==> src/rtl/vlx_pkg.sv <==
`timescale 1ns/1ps
package vlx_pkg;
  typedef enum logic [1:0] {
    LEN16 = 2'd0,
    LEN32 = 2'd1,
    LEN48 = 2'd2,
    LEN64 = 2'd3
  } ilen_e;

  function automatic logic [3:0] len_bytes(ilen_e l);
    case (l)
      LEN16:   return 4'd2;
      LEN48:   return 4'd6;
      LEN64:   return 4'd8;
      default: return 4'd4;
    endcase
  endfunction
endpackage

==> src/rtl/vlx_classify.sv <==
`timescale 1ns/1ps
module vlx_classify
  import vlx_pkg::*;
(
  input  logic [5:0] major,
  output ilen_e      len
);
  always_comb begin
    case (major)
      6'd0, 6'd1:                 len = LEN16;
      6'd2, 6'd3, 6'd56, 6'd57:   len = LEN48;
      6'd4, 6'd5, 6'd46, 6'd47:   len = LEN64;
      default:                    len = LEN32;
    endcase
  end
endmodule

==> src/rtl/vlx_window.sv <==
`timescale 1ns/1ps
module vlx_window #(
  parameter int DEPTH = 12,
  parameter int BEAT  = 4,
  localparam int CW   = $clog2(DEPTH + 1),
  localparam int IW   = $clog2(DEPTH)
) (
  input  logic                clk,
  input  logic                rst,
  input  logic                flush,
  input  logic                push,
  input  logic [BEAT*8-1:0]   push_data,
  input  logic                pop,
  input  logic [3:0]          pop_n,
  input  logic                pop_keep2,
  output logic [DEPTH*8-1:0]  bytes_o,
  output logic [CW-1:0]       count_o
);
  logic [7:0]    win [DEPTH];
  logic [7:0]    nxt [DEPTH];
  logic [CW-1:0] cnt, cnt_mid, cnt_nxt;

  always_comb begin
    cnt_mid = pop ? cnt - CW'(pop_n) : cnt;
    for (int i = 0; i < DEPTH; i++) begin
      int src;
      int rel;
      if (pop && !(pop_keep2 && i < 2)) src = i + int'(pop_n);
      else                              src = i;
      nxt[i] = (src < DEPTH) ? win[IW'(src)] : 8'h00;
      rel = i - int'(cnt_mid);
      if (push && rel >= 0 && rel < BEAT) nxt[i] = push_data[rel*8 +: 8];
    end
    cnt_nxt = push ? cnt_mid + CW'(BEAT) : cnt_mid;
  end

  always_ff @(posedge clk) begin
    if (rst || flush) cnt <= '0;
    else              cnt <= cnt_nxt;
  end

  always_ff @(posedge clk) begin
    for (int i = 0; i < DEPTH; i++) win[i] <= nxt[i];
  end

  for (genvar g = 0; g < DEPTH; g++) begin : g_out
    assign bytes_o[g*8 +: 8] = win[g];
  end
  assign count_o = cnt;

  assert_no_overflow_R9: assert property (@(posedge clk) disable iff (rst)
    cnt <= CW'(DEPTH));
  assert_pop_complete_R8: assert property (@(posedge clk) disable iff (rst || flush)
    pop |-> (cnt >= CW'(4)) && (CW'(pop_n) <= cnt));
endmodule

==> src/rtl/vlx_pack.sv <==
`timescale 1ns/1ps
module vlx_pack
  import vlx_pkg::*;
(
  input  logic [63:0] b,
  input  ilen_e       len,
  output logic [63:0] insn
);
  logic [7:0] by [8];
  for (genvar g = 0; g < 8; g++) begin : g_by
    assign by[g] = b[g*8 +: 8];
  end

  always_comb begin
    insn = {by[2], by[3], by[0], by[1], 32'h0};
    case (len)
      LEN16:   insn = {by[2], by[3], 48'h0};
      LEN48:   insn[31:16] = {by[4], by[5]};
      LEN64:   insn[31:0]  = {by[6], by[7], by[4], by[5]};
      default: ;
    endcase
  end
endmodule

==> src/rtl/vlx_aligner.sv <==
`timescale 1ns/1ps
module vlx_aligner
  import vlx_pkg::*;
#(
  parameter int DEPTH = 12,
  localparam int CW   = $clog2(DEPTH + 1)
) (
  input  logic        clk,
  input  logic        rst,
  input  logic        flush,
  input  logic        in_valid,
  output logic        in_ready,
  input  logic [31:0] in_data,
  output logic        out_valid,
  input  logic        out_ready,
  output logic [1:0]  out_len,
  output logic [63:0] out_insn
);
  logic [DEPTH*8-1:0] win_bytes;
  logic [CW-1:0]      cnt;
  ilen_e              cls;
  logic [3:0]         need;
  logic [63:0]        packed_insn;
  logic               have, fire, push;

  vlx_window #(.DEPTH(DEPTH), .BEAT(4)) u_win (
    .clk(clk), .rst(rst), .flush(flush),
    .push(push), .push_data(in_data),
    .pop(fire), .pop_n(need), .pop_keep2(cls == LEN16),
    .bytes_o(win_bytes), .count_o(cnt)
  );

  vlx_classify u_cls (.major(win_bytes[31:26]), .len(cls));

  vlx_pack u_pack (.b(win_bytes[63:0]), .len(cls), .insn(packed_insn));

  assign need     = len_bytes(cls);
  assign have     = (cnt >= CW'(4)) && (cnt >= CW'(need));
  assign fire     = have && (!out_valid || out_ready) && !flush;
  assign in_ready = cnt <= CW'(DEPTH - 4);
  assign push     = in_valid && in_ready && !flush;

  always_ff @(posedge clk) begin
    if (rst || flush) begin
      out_valid <= 1'b0;
      out_len   <= 2'd0;
      out_insn  <= '0;
    end else if (fire) begin
      out_valid <= 1'b1;
      out_len   <= cls;
      out_insn  <= packed_insn;
    end else if (out_ready) begin
      out_valid <= 1'b0;
    end
  end

  assert_hold_R10: assert property (@(posedge clk) disable iff (rst || flush)
    out_valid && !out_ready |=> out_valid && $stable(out_insn) && $stable(out_len));
  assert_flush_clear_R11: assert property (@(posedge clk) disable iff (rst)
    flush |=> !out_valid && in_ready);
  assert_short_zero_R3: assert property (@(posedge clk) disable iff (rst)
    out_valid && out_len == LEN16 |-> out_insn[47:0] == 48'h0);
  assert_class16_R2: assert property (@(posedge clk) disable iff (rst)
    out_valid && out_len == LEN16 |-> out_insn[55:50] <= 6'd1);
  assert_class48_R2: assert property (@(posedge clk) disable iff (rst)
    out_valid && out_len == LEN48 |->
      (out_insn[55:50] inside {6'd2, 6'd3, 6'd56, 6'd57}));
endmodule

==> config.mk <==
export PLATFORM = sky130hd
export DESIGN_NAME = vlx_aligner
export DESIGN_NICKNAME = d
export VERILOG_FILES = /design/src/rtl/vlx_pkg.sv /design/src/rtl/vlx_classify.sv /design/src/rtl/vlx_window.sv /design/src/rtl/vlx_pack.sv /design/src/rtl/vlx_aligner.sv
export SDC_FILE = /design/constraint.sdc
export NUM_CORES = 1
export LEC_CHECK = 0
export BUFFER_PORTS_ARGS = -buffer_cell sky130_fd_sc_hd__buf_2
export CORE_ASPECT_RATIO = 0.9
export CORE_MARGIN = 1.5
export CORE_UTILIZATION = 40
export CTS_CLUSTER_DIAMETER = 200
export DETAILED_ROUTE_END_ITERATION = 16
export GPL_TIMING_DRIVEN = 0
export PLACE_DENSITY_LB_ADDON = 0.1
export SETUP_SLACK_MARGIN = 0.02
export SLEW_MARGIN = 20
export SYNTH_ARGS = -nofsm -noshare
export SYNTH_HDL_FRONTEND = slang
export SYNTH_SLANG_ARGS = --single-unit
==> constraint.sdc <==
create_clock -name clk -period 7.1 [get_ports clk]
set_input_delay 1.42 -clock clk [delete_from_list [all_inputs] [get_ports clk]]
set_output_delay 1.42 -clock clk [all_outputs]
set_load 0.02 [all_outputs]
==> results of run 1 <==
-- cell type report --
class / count / area, sq um
inverter: 19 / 72.6
multi-input combinational: 679 / 4600
buffer: 72 / 323
clock buffer: 18 / 439
fill: 2201 / 11800
clock inverter: 14 / 159
timing repair buffer: 104 / 520
tap: 297 / 372
sequential: 166 / 4280
-- registers in the layout (all words and copies together), names as in the netlist --
signal         cells
out_valid          1
out_len            2
out_insn          64
u_win.win         96
u_win.count_o      3
-- per-stage QoR --
stage / worst slack (ns) / setup TNS [ns] / util
2_1_floorplan: 0.941 / 0 / -
3_3_place_gp: -1.13 / -91.11 / 0.450
3_5_place_dp: -1.16 / -92.35 / 0.450
4_1_cts: 0.0484 / 0 / 0.476
5_1_grt: 0.129 / 0 / 0.477
6_report: 0.386 / 0 / 0.477
-- worst max-delay path, stage by stage (launching register included) --
cell and delay, ns:
edfxtp_1 0.58, or3_4 0.49, a21o_2 0.33, inv_1 0.13, buf_4 0.31, ha_4 0.27
clkinv_2 0.19, ha_1 0.32, nand2_1 0.09, o21a_1 0.23, buf_2 0.20, o21ai_1 0.26
and2_1 0.19, buf_2 0.23, clkbuf_4 0.32, ha_1 0.31, inv_1 0.08, a221oi_1 0.30
a21oi_1 0.10, o41ai_2 0.92, buf_2 0.39, o32ai_1 0.14
-- routing by layer --
metal,vias to the layer above,share of wire
met4,0,0.016
met1,4028,0.49
met2,485,0.39
li1,3844,-
met3,41,0.11
met5,-,0
-- Yosys cell counts (12+ instances only) --
cell         n
edfxtp_1    96
mux2i_1     76
and2_1      14
nand3_1     12
a21oi_1     51
buf_2       14
clkbuf_1    51
dfxtp_1     70
a22oi_1     22
o221ai_1    19
o21ai_0     44
nor2_1      79
ha_1        12
nand2_1    115
o22ai_1     19
a222oi_1    17
and3_1      15
o32ai_1     16
o2bb2ai_1   19
inv_1       17
-- power by group --
group	switching (mW)	leakage (nW)	internal [mW]
logic	0.157	2.63	0.0759
clock network	0.454	0.291	0.483
registers	0.0319	1.44	1.05
total	0.644	4.36	1.60
-- cells by family (layout without fill, tap and decap cells) --
| logic type | Yosys count | in the layout | synth area share |
|---|---|---|---|
| buf+inv | 94 | 227 | 0.0432 |
| xor+xnor | 4 | 4 | 0.00378 |
| fa+ha+maj | 13 | 13 | 0.0184 |
| mux | 82 | 82 | 0.0895 |
| simple gates | 286 | 286 | 0.147 |
| flops | 166 | 166 | 0.463 |
| compound gates | 294 | 294 | 0.236 |
-- timing repair --
item | CTS | global route
setup endpoints to repair | 118 | 69
resized for setup | 3 | 4
buffers inserted | 0 | 0
-- worst paths after layout --
| kind | start | endpoint | slack [ns] | cells after the start |
|---|---|---|---|---|
| max | u_win.win[3][7] | u_win.win[0][5] | 0.39 | 21 |
| min reg2reg | out_insn[60] | out_insn[60] | 0.45 | 2 |
| min | out_insn[60] | out_insn[60] | 0.45 | 2 |
| max reg2reg | u_win.win[3][7] | u_win.win[0][5] | 0.39 | 21 |
==> flow_summary_export.csv, run 1 <==
group,metric,value,unit
run_status,status,"finished clean",
flow_run,max-cap-violations,0,
global_route,grt_pass1_vias,7388,
synth,synth_edf_count,96,
clock_tree,tritoncts.num_buffers,17,
final_layout,final_net_count,1109,
sta,maxSlewViolCount,0,
critical_path,critical_path_arrival,6.86,ns
critical_path,cp-end-kind,"register",
synth,postSynthNetCount,989,
synth,ys_warn_count,0,
synth,synth_ff_type,"edfxtp_1",
drt,avgViaCountPerCell,6.13,
drt,dr.pass1.iters,8,
clock_tree,cts-root-buf,"clkbuf_16",
power_and_ir_drop,p_per_area,209,mW/mm^2
place,place_hpwl,27700,microns
floorplan,fp.dieArea,0.0241,sq mm
final_layout,final_common_cell,"buf_2",
floorplan,core,0.0226,sq mm
synth,synth.yosys.seq_area_share,0.463,
global_route,use_met2,0.388,
power_and_ir_drop,total_power,2.25,mW
power_and_ir_drop,vdd_drop_max,0.146,mV
place,place_area,0.0102,sq mm
synth,yosys.area.top_type,"edfxtp_1",
synth,netlist_top_cells_area,"edfxtp_1, dfxtp_1, mux2i_1",
sta,skew,0.0136,ns
clock_tree,cts_tree,"done",
sta,fmax,149,MHz
sta,setup_viol,0,
global_route,grt_antenna_before_repair,0,
clock_tree,clock_latency,0.44,ns
critical_path,worstSetupPathType,"reg -> reg",
critical_path,worst-endpoint-required,7.25,ns
global_route,use_met1,0.466,
synth,syn_area_per_cell,9.86,sq um
place,gp_congestion,0.974,
sta,hold_viol,0,
global_route,grt.busiest_layer,"met1",
final_layout,layout_common_cells,"buf_2, nand2_1, edfxtp_1",
drt,drtAntennaViolNets,0,
final_layout,layoutNonFillerInstCount,1369,
final_layout,drive_gt1_frac,0.179,
sta,maxSlewHeadroom,0.235,
drt,num_vias,8398,
global_route,grtUsageTotal,0.290,
synth,netlist_instances,939,
final_layout,antenna_cells,0,
drt,post-route-drc-count,0,
sta,tightestPinTransition,1.14,ns
drt,routed_wl,34700,microns
clock_tree,h-tree-depth,4,
global_route,grt_max_degree,21,
critical_path,cp-start-kind,"register",
sta,holdWs,0.450,ns
clock_tree,cts.sinks,166,
floorplan,die_w,163,microns
place,dp_cells,1340,
synth,synthDistinctLibCells,76,
clock_tree,clkTransAtPathRegs,0.07,ns
sta,min_period_over_period,0.946,
clock_tree,hold_buffers,0,
final_layout,area_delta_synth_final,16.3,%
floorplan,initial_utilization,0.410,
power_and_ir_drop,p_leak,4.36,nW
drt,wire_per_inst,25.4,microns
synth,synth-async-reset-ratio,0,
drt,dr.first_iter.drc_count,1271,
synth,syn_area,0.00926,sq mm
critical_path,crit_path_max_fanout,20,
final_layout,final_cell_area,0.0108,sq mm
synth,ys_ff_latch,166,
global_route,grt_pass1_wl,50400,microns
sta,fin_crit,6.71,ns
place,io_buffers,104,
global_route,gr-total-overflow,0,
worst_hold_path,min_path_type,"reg -> reg",
floorplan,pin_count,105,
global_route,grt_util_met3,0.0590,
floorplan,num_rows,52,
floorplan,chipHeight,147,microns
clock_tree,ctsLongestPathBuffers,2,
sta,rsz0062_at_grt,"false",
synth,synth.top_cell.area_share,0.311,
No activity file was read; power rests on OpenSTA's default activity.
==> run 2, diff against run 1 <==
- clock period: 7.1 -> 8.7 ns (I/O delays scaled with it)
==> flow_summary_export.csv, run 2 (synthesis gave the netlist of run 1 again) <==
group,metric,value,unit
run_status,status,"finished clean",
drt,post-route-drc-count,0,
critical_path,cp_num_cells,23,
place,io_buffers,104,
power_and_ir_drop,p_leak,4.35,nW
floorplan,chipHeight,147,microns
final_layout,final_common_cell,"buf_2",
final_layout,drive_gt1_frac,0.176,
sta,skew,0.0138,ns
sta,fin_crit,7.96,ns
final_layout,largest_reg_flops,96,
critical_path,path_cells,"nand4b_1 -> a21o_1 -> clkbuf_1 -> inv_1 -> buf_2 -> ha_1 -> clkbuf_1 -> clkinv_1 -> ha_1 -> nand2_1 -> o21a_1 -> buf_2 -> o21ai_1 -> and2_1 -> buf_2 -> buf_2 -> ha_1 -> inv_1 -> a221oi_1 -> a21oi_1 -> o41ai_2 -> buf_2 -> o32ai_1",
floorplan,num_rows,52,
sta,rsz0062_at_grt,"false",
global_route,grtUsageTotal,0.291,
floorplan,die_w,163,microns
place,dp_cells,1340,
sta,min_period_over_period,0.915,
sta,finalSetupTns,0,ns
flow_run,max-cap-violations,0,
critical_path,worst-endpoint-required,8.85,ns
power_and_ir_drop,vdd_drop_max,0.120,mV
sta,fmax,126,MHz
worst_hold_path,whs_path_depth,2,
critical_path,cp-end-kind,"register",
clock_tree,cts-root-buf,"clkbuf_16",
sta,maxSlewHeadroom,0.213,
sta,maxSlewViolCount,0,
sta,tightestPinTransition,1.17,ns
final_layout,n_fill_cell,2205,
global_route,grt_pass1_vias,7387,
global_route,grt_max_degree,19,
drt,wire_per_inst,25.3,microns
sta,setup_viol,0,
final_layout,largest_register,"u_win.win",
clock_tree,ctsLongestPathBuffers,2,
critical_path,crit_family,"buffers and inverters",
global_route,gr-total-overflow,0,
global_route,grt_pass1_wl,50500,microns
critical_path,worstSetupPathType,"reg -> reg",
drt,dr.pass1.iters,6,
global_route,grt_antenna_before_repair,0,
critical_path,cp_slowest_cell,"o41ai_2",
clock_tree,cts_tree,"done",
critical_path,crit_path_max_fanout,20,
clock_tree,clkTransAtPathRegs,0.07,ns
drt,avgViaCountPerCell,6.13,
place,gp_congestion,0.974,
clock_tree,h-tree-depth,4,
final_layout,antenna_cells,0,
drt,num_vias,8408,
floorplan,initial_utilization,0.410,
floorplan,core,0.0226,sq mm
critical_path,critPathMaxStageDelay,0.92,ns
critical_path,rr_worst_depth,23,
clock_tree,cts.sinks,166,
floorplan,fp.dieArea,0.0241,sq mm
critical_path,critical_path_arrival,8.10,ns
critical_path,path_buf_inv,10,
clock_tree,clock_latency,0.45,ns
critical_path,cp-start-kind,"register",
final_layout,layout_common_cells,"buf_2, nand2_1, edfxtp_1",
critical_path,timing.critical_path.mode_cell,"buf_2",
place,place_hpwl,27700,microns
power_and_ir_drop,p_per_area,170,mW/mm^2
worst_hold_path,min_path_type,"reg -> reg",
drt,routed_wl,34700,microns
clock_tree,tritoncts.num_buffers,17,
sta,hold_viol,0,
drt,drtAntennaViolNets,0,
floorplan,pin_count,105,
final_layout,layoutNonFillerInstCount,1371,
drt,dr.first_iter.drc_count,1225,
final_layout,final_net_count,1111,
final_layout,area_delta_synth_final,16.2,%
## run 2: report_power, final
| part | internal, mW | switching, mW |
|---|---|---|
| combinational | 0.0605 | 0.128 |
| sequential | 0.853 | 0.0263 |
| clock | 0.394 | 0.372 |
| total | 1.31 | 0.526 |
## run 2: metal layers
metal,track usage,share of wire
met5,0,0
met4,0.0725,0.017
met3,0.0590,0.11
met2,0.390,0.39
met1,0.465,0.48
## run 2: worst paths after layout
kind,startpoint,slack (ns),end
worst min register to register,out_insn[60],0.45,out_insn[60]
worst max register to register,u_win.win[3][7],0.74,u_win.win[0][5]
worst min-delay path,out_insn[60],0.45,out_insn[60]
worst max-delay path,u_win.win[3][7],0.74,u_win.win[0][5]
## run 2: cell type report
| type | instances | area [sq um] | area share |
|---|---|---|---|
| well taps | 297 | 372 | 0.0345 |
| clock buffers | 18 | 439 | 0.0408 |
| multi-input cells | 679 | 4590 | 0.426 |
| inverters | 19 | 71.3 | 0.00663 |
| repair buffers | 104 | 520 | 0.0484 |
| flip-flops and latches | 166 | 4280 | 0.398 |
| plain buffers | 74 | 325 | 0.0302 |
| clock inverters | 14 | 159 | 0.0148 |
## run 2: repair_timing
item / in CTS / in global routing
gates resized for setup: 0 / 1
hold buffers: 0 / 0
buffers inserted: 0 / 0
setup endpoints to repair: 0 / 21
## run 2: metrics by stage
step / power [mW] / hold WS (ns) / cell area, sq um / setup slack, ns / util
after floorplan: 1.00 / 0.516 / 9260 / 2.54 / -
after global placement: 1.08 / 0.441 / 10200 / 0.468 / 0.450
after detailed placement: 1.08 / 0.445 / 10200 / 0.444 / 0.450
after CTS: 1.83 / 0.454 / 10800 / 0.411 / 0.476
after global routing: 1.88 / 0.474 / 10800 / 0.381 / 0.477
final: 1.83 / 0.450 / 10800 / 0.743 / 0.477
## run 2: worst register-to-register path, stage by stage, from the launching register on
cell	delay, ns
edfxtp_1	0.58
nand4b_1	0.31
a21o_1	0.16
clkbuf_1	0.63
inv_1	0.15
buf_2	0.33
ha_1	0.41
clkbuf_1	0.42
clkinv_1	0.45
ha_1	0.41
nand2_1	0.09
o21a_1	0.23
buf_2	0.20
o21ai_1	0.25
and2_1	0.19
buf_2	0.23
buf_2	0.38
ha_1	0.34
inv_1	0.08
a221oi_1	0.29
a21oi_1	0.10
o41ai_2	0.92
buf_2	0.39
o32ai_1	0.15
